===== src/rtl/tod_alarm_pkg.sv =====
// Package: shared sizes and addresses for the dual time-of-day alarm unit.
// Assumes byte-wide registers with a mask in the top bit and a 7-bit value.
package tod_alarm_pkg;
    localparam int NUM_ALARMS = 2;
    localparam int NUM_FIELDS = 4;   // seconds, minutes, hours, day
    localparam int REG_W      = 8;
    localparam int CMP_W      = REG_W - 1;
    localparam int MASK_BIT   = REG_W - 1;
    localparam int ADDR_W     = 8;
    localparam int CTRL_W     = 3;
    localparam int SEP_BIT    = 2;

    typedef logic [NUM_FIELDS-1:0][REG_W-1:0] alarm_regs_t;
    typedef logic [NUM_FIELDS-1:0][CMP_W-1:0] tod_fields_t;
endpackage


===== src/rtl/tod_alarm_regs.sv =====
// Module: register bank for one alarm (four fields, index 0 = seconds).
// Assumes the fields sit at consecutive addresses starting at BASE.
module tod_alarm_regs
    import tod_alarm_pkg::*;
#(
    parameter logic [ADDR_W-1:0] BASE = 8'h87
) (
    input  logic              clk,
    input  logic              rst_n,
    input  logic              wr_en_i,
    input  logic [ADDR_W-1:0] wr_addr_i,
    input  logic [REG_W-1:0]  wr_data_i,
    output alarm_regs_t       regs_o
);
    for (genvar f = 0; f < NUM_FIELDS; f++) begin : g_field
        localparam logic [ADDR_W-1:0] MY_ADDR = ADDR_W'(int'(BASE) + f);

        // Load this field when its own address is written.
        always_ff @(posedge clk) begin
            if (!rst_n)
                regs_o[f] <= '0;
            else if (wr_en_i && wr_addr_i == MY_ADDR)
                regs_o[f] <= wr_data_i;
        end

        // a write to this address is visible on the next cycle.
        a_r2_write_lands: assert property (@(posedge clk) disable iff (!rst_n)
            (wr_en_i && wr_addr_i == MY_ADDR) |=> (regs_o[f] == $past(wr_data_i)));
    end
endmodule


===== src/rtl/tod_alarm_match.sv =====
// Module: masked comparator and sticky flag for one alarm.
// Assumes the time fields are already updated when the strobe is high.
module tod_alarm_match
    import tod_alarm_pkg::*;
(
    input  logic        clk,
    input  logic        rst_n,
    input  alarm_regs_t regs_i,
    input  tod_fields_t now_i,
    input  logic        tick_i,
    input  logic        clr_i,
    output logic        flag_o
);
    logic [NUM_FIELDS-1:0] field_hit;
    logic                  all_hit;

    // A field hits when it is masked or its value equals the time field.
    always_comb begin
        for (int f = 0; f < NUM_FIELDS; f++)
            field_hit[f] = regs_i[f][MASK_BIT] || (regs_i[f][CMP_W-1:0] == now_i[f]);
        all_hit = &field_hit;
    end

    // The flag is set on a strobe with a match, and kept until it is cleared.
    always_ff @(posedge clk) begin
        if (!rst_n)
            flag_o <= 1'b0;
        else if (tick_i && all_hit)
            flag_o <= 1'b1;
        else if (clr_i)
            flag_o <= 1'b0;
    end

    // without a strobe, a clear flag stays clear.
    a_r4_no_set_without_tick: assert property (@(posedge clk) disable iff (!rst_n)
        (!flag_o && !tick_i) |=> !flag_o);
    // without a clear, a set flag stays set.
    a_r8_flag_sticky: assert property (@(posedge clk) disable iff (!rst_n)
        (flag_o && !clr_i) |=> flag_o);
    // with all masks set, a strobe always sets the flag.
    a_r7_all_masked_fires: assert property (@(posedge clk) disable iff (!rst_n)
        (tick_i && regs_i[0][MASK_BIT] && regs_i[1][MASK_BIT]
         && regs_i[2][MASK_BIT] && regs_i[3][MASK_BIT]) |=> flag_o);
endmodule


===== src/rtl/tod_alarm_irq.sv =====
// Module: control register (enables and routing) and interrupt output mux.
// Assumes exactly two alarms; the routing bit merges both onto line A.
module tod_alarm_irq
    import tod_alarm_pkg::*;
#(
    parameter logic [ADDR_W-1:0] CTRL_ADDR = 8'h8F
) (
    input  logic                  clk,
    input  logic                  rst_n,
    input  logic                  wr_en_i,
    input  logic [ADDR_W-1:0]     wr_addr_i,
    input  logic [CTRL_W-1:0]     wr_data_i,
    input  logic [NUM_ALARMS-1:0] flags_i,
    output logic                  irq_a_n,
    output logic                  irq_b_n
);
    logic [CTRL_W-1:0]     ctrl_q;
    logic [NUM_ALARMS-1:0] active;
    logic                  sep_mode;

    // Load the control bits when the control address is written.
    always_ff @(posedge clk) begin
        if (!rst_n)
            ctrl_q <= '0;
        else if (wr_en_i && wr_addr_i == CTRL_ADDR)
            ctrl_q <= wr_data_i;
    end

    // Route the enabled flags to the two active-low lines.
    always_comb begin
        active   = flags_i & ctrl_q[NUM_ALARMS-1:0];
        sep_mode = ctrl_q[SEP_BIT];
        if (sep_mode) begin
            irq_a_n = !active[0];
            irq_b_n = !active[1];
        end else begin
            irq_a_n = !(|active);
            irq_b_n = 1'b1;
        end
    end

    // line B is idle while the routing is merged.
    a_r10_b_idle_merged: assert property (@(posedge clk) disable iff (!rst_n)
        !ctrl_q[SEP_BIT] |-> irq_b_n);
    // line B only falls for a flagged alarm 1.
    a_r9_b_needs_flag1: assert property (@(posedge clk) disable iff (!rst_n)
        !irq_b_n |-> flags_i[1]);
    // any low line implies some flag is still held.
    a_r11_low_needs_flag: assert property (@(posedge clk) disable iff (!rst_n)
        !irq_a_n |-> (|flags_i));
endmodule


===== src/rtl/tod_alarm_unit.sv =====
// Module: top of the dual time-of-day alarm unit.
// Assumes alarm n fields start at ALARM_BASE + 4*n and a one-cycle strobe.
module tod_alarm_unit
    import tod_alarm_pkg::*;
#(
    parameter logic [ADDR_W-1:0] ALARM_BASE = 8'h87,
    parameter logic [ADDR_W-1:0] CTRL_ADDR  = 8'h8F
) (
    input  logic                  clk,
    input  logic                  rst_n,
    input  logic                  wr_en,
    input  logic [ADDR_W-1:0]     wr_addr,
    input  logic [REG_W-1:0]      wr_data,
    input  logic [CMP_W-1:0]      now_sec,
    input  logic [CMP_W-1:0]      now_min,
    input  logic [CMP_W-1:0]      now_hour,
    input  logic [CMP_W-1:0]      now_day,
    input  logic                  tick_1hz,
    input  logic [NUM_ALARMS-1:0] flag_clr,
    output logic                  irq_a_n,
    output logic                  irq_b_n
);
    tod_fields_t           now_fields;
    logic [NUM_ALARMS-1:0] flags;

    assign now_fields = {now_day, now_hour, now_min, now_sec};

    for (genvar a = 0; a < NUM_ALARMS; a++) begin : g_alarm
        localparam logic [ADDR_W-1:0] BASE_A = ADDR_W'(int'(ALARM_BASE) + a * NUM_FIELDS);
        alarm_regs_t regs;

        tod_alarm_regs #(.BASE(BASE_A)) u_regs (
            .clk       (clk),
            .rst_n     (rst_n),
            .wr_en_i   (wr_en),
            .wr_addr_i (wr_addr),
            .wr_data_i (wr_data),
            .regs_o    (regs)
        );

        tod_alarm_match u_match (
            .clk    (clk),
            .rst_n  (rst_n),
            .regs_i (regs),
            .now_i  (now_fields),
            .tick_i (tick_1hz),
            .clr_i  (flag_clr[a]),
            .flag_o (flags[a])
        );
    end

    tod_alarm_irq #(.CTRL_ADDR(CTRL_ADDR)) u_irq (
        .clk       (clk),
        .rst_n     (rst_n),
        .wr_en_i   (wr_en),
        .wr_addr_i (wr_addr),
        .wr_data_i (wr_data[CTRL_W-1:0]),
        .flags_i   (flags),
        .irq_a_n   (irq_a_n),
        .irq_b_n   (irq_b_n)
    );
endmodule


===== config.mk =====
export PLATFORM = sky130hd
export DESIGN_NAME = tod_alarm_unit
export DESIGN_NICKNAME = d
export VERILOG_FILES = /design/src/rtl/tod_alarm_pkg.sv /design/src/rtl/tod_alarm_regs.sv /design/src/rtl/tod_alarm_match.sv /design/src/rtl/tod_alarm_irq.sv /design/src/rtl/tod_alarm_unit.sv
export SDC_FILE = /design/constraint.sdc
export NUM_CORES = 1
export LEC_CHECK = 0
export CORE_MARGIN = 3
export CORE_UTILIZATION = 65
export CTS_CLUSTER_DIAMETER = 200
export DETAILED_ROUTE_END_ITERATION = 10
export DONT_BUFFER_PORTS = 1
export PLACE_DENSITY = 0.9
export SYNTH_ARGS = -nofsm -noshare
export SYNTH_HDL_FRONTEND = slang
export SYNTH_SLANG_ARGS = --single-unit
export TNS_END_PERCENT = 5

===== constraint.sdc =====
create_clock -name clk -period 4.2 [get_ports clk]
set_input_delay 0.42 -clock clk [delete_from_list [all_inputs] [get_ports clk]]
set_output_delay 0.42 -clock clk [all_outputs]
set_load 0.03 [all_outputs]

; ---- After elaboration in Yosys (flattened, before gate mapping)
; Cells that the tools add are included.
[totals]
ff_bits = 69
wordCells = 62
[op_classes]
eq_ne = 17
mux = 6
bitwise_logic = 1
reduce_logical = 27
[op_table]
columns = cell, count
row1 = $eq 8x8->1 const B, 9
row2 = $eq 7x7->1, 8
row3 = $logic_and 1x1->1, 11
row4 = $logic_or 1x1->1, 8
row5 = $reduce_and 4->1, 2
row6 = $mux 1, 6
row7 = $reduce_bool 2->1, 2
row8 = $logic_not 1->1, 3
row9 = $and 2x2->2, 1
row10 = $reduce_or 2->1, 1

; ---- Depth between registers and ports, before layout
[depth]
ltp_word = 5
depth_mapped = 6

; ---- Hierarchy
; A second synthesis with hierarchy kept.
[unflattened]
cells_unflattened = 339
hier_area_um2 = 3365.7
[modules_own_cells]
columns = module, n_inst, cells_per_inst, area_per_inst_um2
row1 = tod_alarm_regs (g_alarm[1].u_regs), 1, 119, 1258.7
row2 = tod_alarm_regs (g_alarm[0].u_regs), 1, 119, 1242.4
row3 = tod_alarm_match, 2, 41, 346.6
row4 = tod_alarm_irq, 1, 19, 171.4

; ---- Worst setup path after synthesis
; No wires, ideal clock.
[synth_path]
kind = input-to-reg
start = input wr_addr[6]
end = register g_alarm[0].u_regs.regs_o[10] (netlist bit)
setup_ns = 0.116
arrival_ns = 1.583
t_required_ns = 4.084
setup_slack_ns = 2.500
cell_stages = 6
path_buffers = 1
cell_sequence = and4bb_1 > nand4bb_1 > buf_4 > nor3_4 > mux2i_1 > nor2b_1
[synth_via]
elab_chain_len = 2
[synth_rtl]
columns = element, line
row1 = start: declaration, tod_alarm_unit.sv:12  ; input logic [ADDR_W-1:0] wr_addr,
row2 = $eq 8x8->1, tod_alarm_regs.sv:22  ; else if (wr_en_i && wr_addr_i == MY_ADDR)
row3 = $logic_and 1x1->1, tod_alarm_regs.sv:22
row4 = end signal: indexed assignment, tod_alarm_regs.sv:23  ; regs_o[f] <= wr_data_i;
row5 = end: declaration, tod_alarm_regs.sv:13  ; output alarm_regs_t regs_o
; Every way passes these cells.
; A chain may end at the register's enable or synchronous reset.

; ---- Worst setup path in the final report
[layout_path]
start = input wr_addr[6]
end = register g_alarm[0].u_regs.regs_o[15] (netlist bit)
; Same word-level chain as after synthesis.

==> impl_results.md <==
* Achievable Freq at roughly 0.54 GHz
* CP Capture Type: flip-flop
* Worst min path class: in2reg
* Slowest stage delay, CP at 0.59 ns
* Port bufs at 0
* Worst-path clk slew at 0.08 ns
* TritonCTS Sinks at 69
* CTS H-tree depth at 3
* Hpwl dp at 5060 µm
* Worst slew margin at 54.5%
* I/O pin count at 52
* Cell taking the most area after synthesis: dfxtp_1
* WP depth at 5
* Synth Instances at 341
* Largest net degree at the start of global routing at 72
* Final GP Congestion at between 0.7 and 0.8
* Via density per instance at 5.77
* DR WL/cell at 18.1 µm
* Core area at ~5000 µm²
* Fill count at 351
* Pleak at between 1 and 1.5 nW
* Die ar. at 6090 µm²
* Vert. Die Dim at between 70 and 80 µm
* Worst-Skew Late Latency at 0.35 ns
* Setup CP Type: in2reg
* Total GRT Usage at 25.9%
* Post-synthesis area per instance at 9.88 µm²
* Final Hold Fails at 0
* Post-CTS Hold Buffers at 0
* Slew Viols, Final at 0
* Critical Path Slowest Stage Cell: nor3_4
* Global-route wire length before repair at ~12000 µm
* Hold Path Cell Cnt at 1
* Residual DRC at 0
* RSZ-0062 raised after global routing: false
* Worst EP arrival at 2.09 ns
* Part of the cycle the worst path needs at about 44%
* FP Rows at 25
* Clk_skew at 0.00609 ns
* Num CTS Buffers at 9
* Initial DRC count at 137
* CTS resizes at 0
* Buf+Inv Stages, Crit Path at 0
* Inserted Diodes at 0
* Antenna viol nets, final at 0
* Die width at between 70 and 80 µm
* Overall power at around 1.4 mW
* Worst slew pin tran at 0.685 ns
* YS warnings at 0
* Area of the mapped netlist at 3370 µm²
* Initial antenna violation count at 0
* Starting Density at 69.1%
* Status: finished, final reports clean
* Total grt overflow at 0
* Post-CTS Repair Setup Buffers at 0
* DR vias at roughly 2300
* Ratio of cells with drive above 1 in the final layout at 6.82%
* R2R cell count at 5
* Synth Net Count at 391
* Pwr/cell area at 378 nW/µm²
* Final nets at 382
* CTS Root Cell: clkbuf_8
* Count of final setup violators at 0
* Startpoint class of the critical path: input port
* TNS Setup at 0 ns
* Worst path required time at 4.45 ns
* Max FO, Critical Path at 8
* Yosys top cell area share at 41.0%
* Yosys cell types at 28
* CTS tree: built
* CTS max path bufs at 2
* Vias in the first global route at around 2500
* Yosys reg bits at 69
* Max-cap viol count at 0
* Max VDD drop at approximately 330 µV
* WL final at 7310 µm
* Top delay family on crit path: simple AND/OR/NAND/NOR gates
* Critical path, cell by cell: and4bb_1 -> nand4bb_1 -> nor3_4 -> mux2i_1 -> nor2b_1
* TritonRoute pass-1 iters at 4
* Tmin final at 1.85 ns
* Seq/Total Area, Yosys at 41.0%
* Area contributors post-synth: dfxtp_1 41%, mux2i_1 15%, nor2b_1 9.3%, xnor2_1 7.8%, xor2_1 6.8%
* Synth-to-layout area growth at 7.54%
## final timing paths
check,from,endpoint,slack [ns]
worst min register to register,u_irq.ctrl_q[1]$_SDFFE_PN0P_,u_irq.ctrl_q[1]$_SDFFE_PN0P_,0.50
worst max-delay path,wr_addr[6],g_alarm[0].u_regs.regs_o[15]$_SDFFE_PN0P_,2.35
worst max register to register,g_alarm[1].u_regs.regs_o[30]$_SDFFE_PN0P_,g_alarm[1].u_match.flag_o$_SDFFE_PN0P_,2.78
worst min-delay path,rst_n,g_alarm[1].u_regs.regs_o[0]$_SDFFE_PN0P_,0.19
## synthesized netlist by cell type
library cell   n
o2111ai_1      2
xor2_1        26
nor2_1         3
and4bb_1       1
nand4bb_1      1
nand4_1        6
nor2_4         3
a21boi_1       1
a21oi_1        1
nor2b_1       50
o21ai_0       19
nor3_4         2
clkbuf_1      18
buf_2          2
dfxtp_1       69
nand3_1        1
nor4_1         8
a41o_1         2
buf_4          1
nand2b_1       2
xnor2_1       30
nand4b_1       2
o22ai_1        2
nand3b_1       2
a21boi_0      16
nand2_1       19
mux2i_1       50
nor2_2         2
## kinds of logic (layout without fill, tap and decap cells)
| logic type | count (synthesis) | in the layout | share of synthesized area, % |
|---|---|---|---|
| compound gates | 43 | 43 | 8.24 |
| mux | 50 | 50 | 14.8 |
| buf+inv | 21 | 17 | 2.52 |
| simple gates | 102 | 102 | 18.9 |
| xor+xnor | 56 | 56 | 14.6 |
| flops | 69 | 69 | 41.0 |
## layout by cell type, fill, tap and decap left out, types with 2 or more instances in the layout
| cell type | instances |
|---|---|
| nor2_1 | 3 |
| a21boi_0 | 16 |
| dfxtp_1 | 69 |
| nor2_2 | 2 |
| nand2b_1 | 2 |
| o21ai_0 | 19 |
| nor2b_1 | 50 |
| clkbuf_8 | 10 |
| nand4_1 | 6 |
| nor2_4 | 3 |
| xor2_1 | 26 |
| nor4_1 | 8 |
| nand4b_1 | 2 |
| o22ai_1 | 2 |
| a41o_1 | 2 |
| nand3b_1 | 2 |
| nor3_4 | 2 |
| bufinv_16 | 3 |
| mux2i_1 | 50 |
| o2111ai_1 | 2 |
| nand2_1 | 19 |
| xnor2_1 | 30 |
## flip-flops by register name (all words and copies together) (netlist names)
name                    count
g_alarm.u_regs.regs_o      64
u_irq.ctrl_q                3
g_alarm.u_match.flag_o      2
## where the power goes
part	switching, mW	internal [mW]	leakage [nW]
clock network	0.258	0.413	0.120
logic	0.0149	0.0291	0.518
registers	0.000532	0.654	0.555
total	0.274	1.10	1.19
## layer usage
layer  GRT usage, %  wire length (µm)  vias to the layer above
met5              0                 0                        -
met1           32.9              3160                     1098
met3           6.42               521                       21
li1               -                 -                     1140
met2           40.6              3360                       73
met4           13.8               263                        0
## worst reg2reg max path, delay by kind of cell, from the launching register on
kind	cells	cell delay [ns]
compound gates	3	0.53
simple gates	1	0.35
xor+xnor	1	0.16
flops	1	0.32
## final cells by class
type	count	area, µm²	area share (%)
clock buffer	11	141	3.90
clock inverter	5	106	2.93
multi-input combinational	251	1900	52.5
sequential	69	1380	38.1
tap	67	83.8	2.31
timing repair buffer	1	7.51	0.207
## metrics by stage
stage	hold slack (ns)	worst slack [ns]	instance area [µm²]	cells	utilization, %
floorplan	0.457	2.50	3370	341	-
global placement	0.472	2.10	3380	388	69.2
detailed placement	0.480	2.02	3380	388	69.2
CTS	0.191	2.36	3620	404	74.3
global route	0.198	2.29	3620	404	74.3
finish	0.193	2.35	3620	404	74.3
No activity file was read; power rests on OpenSTA's default activity.
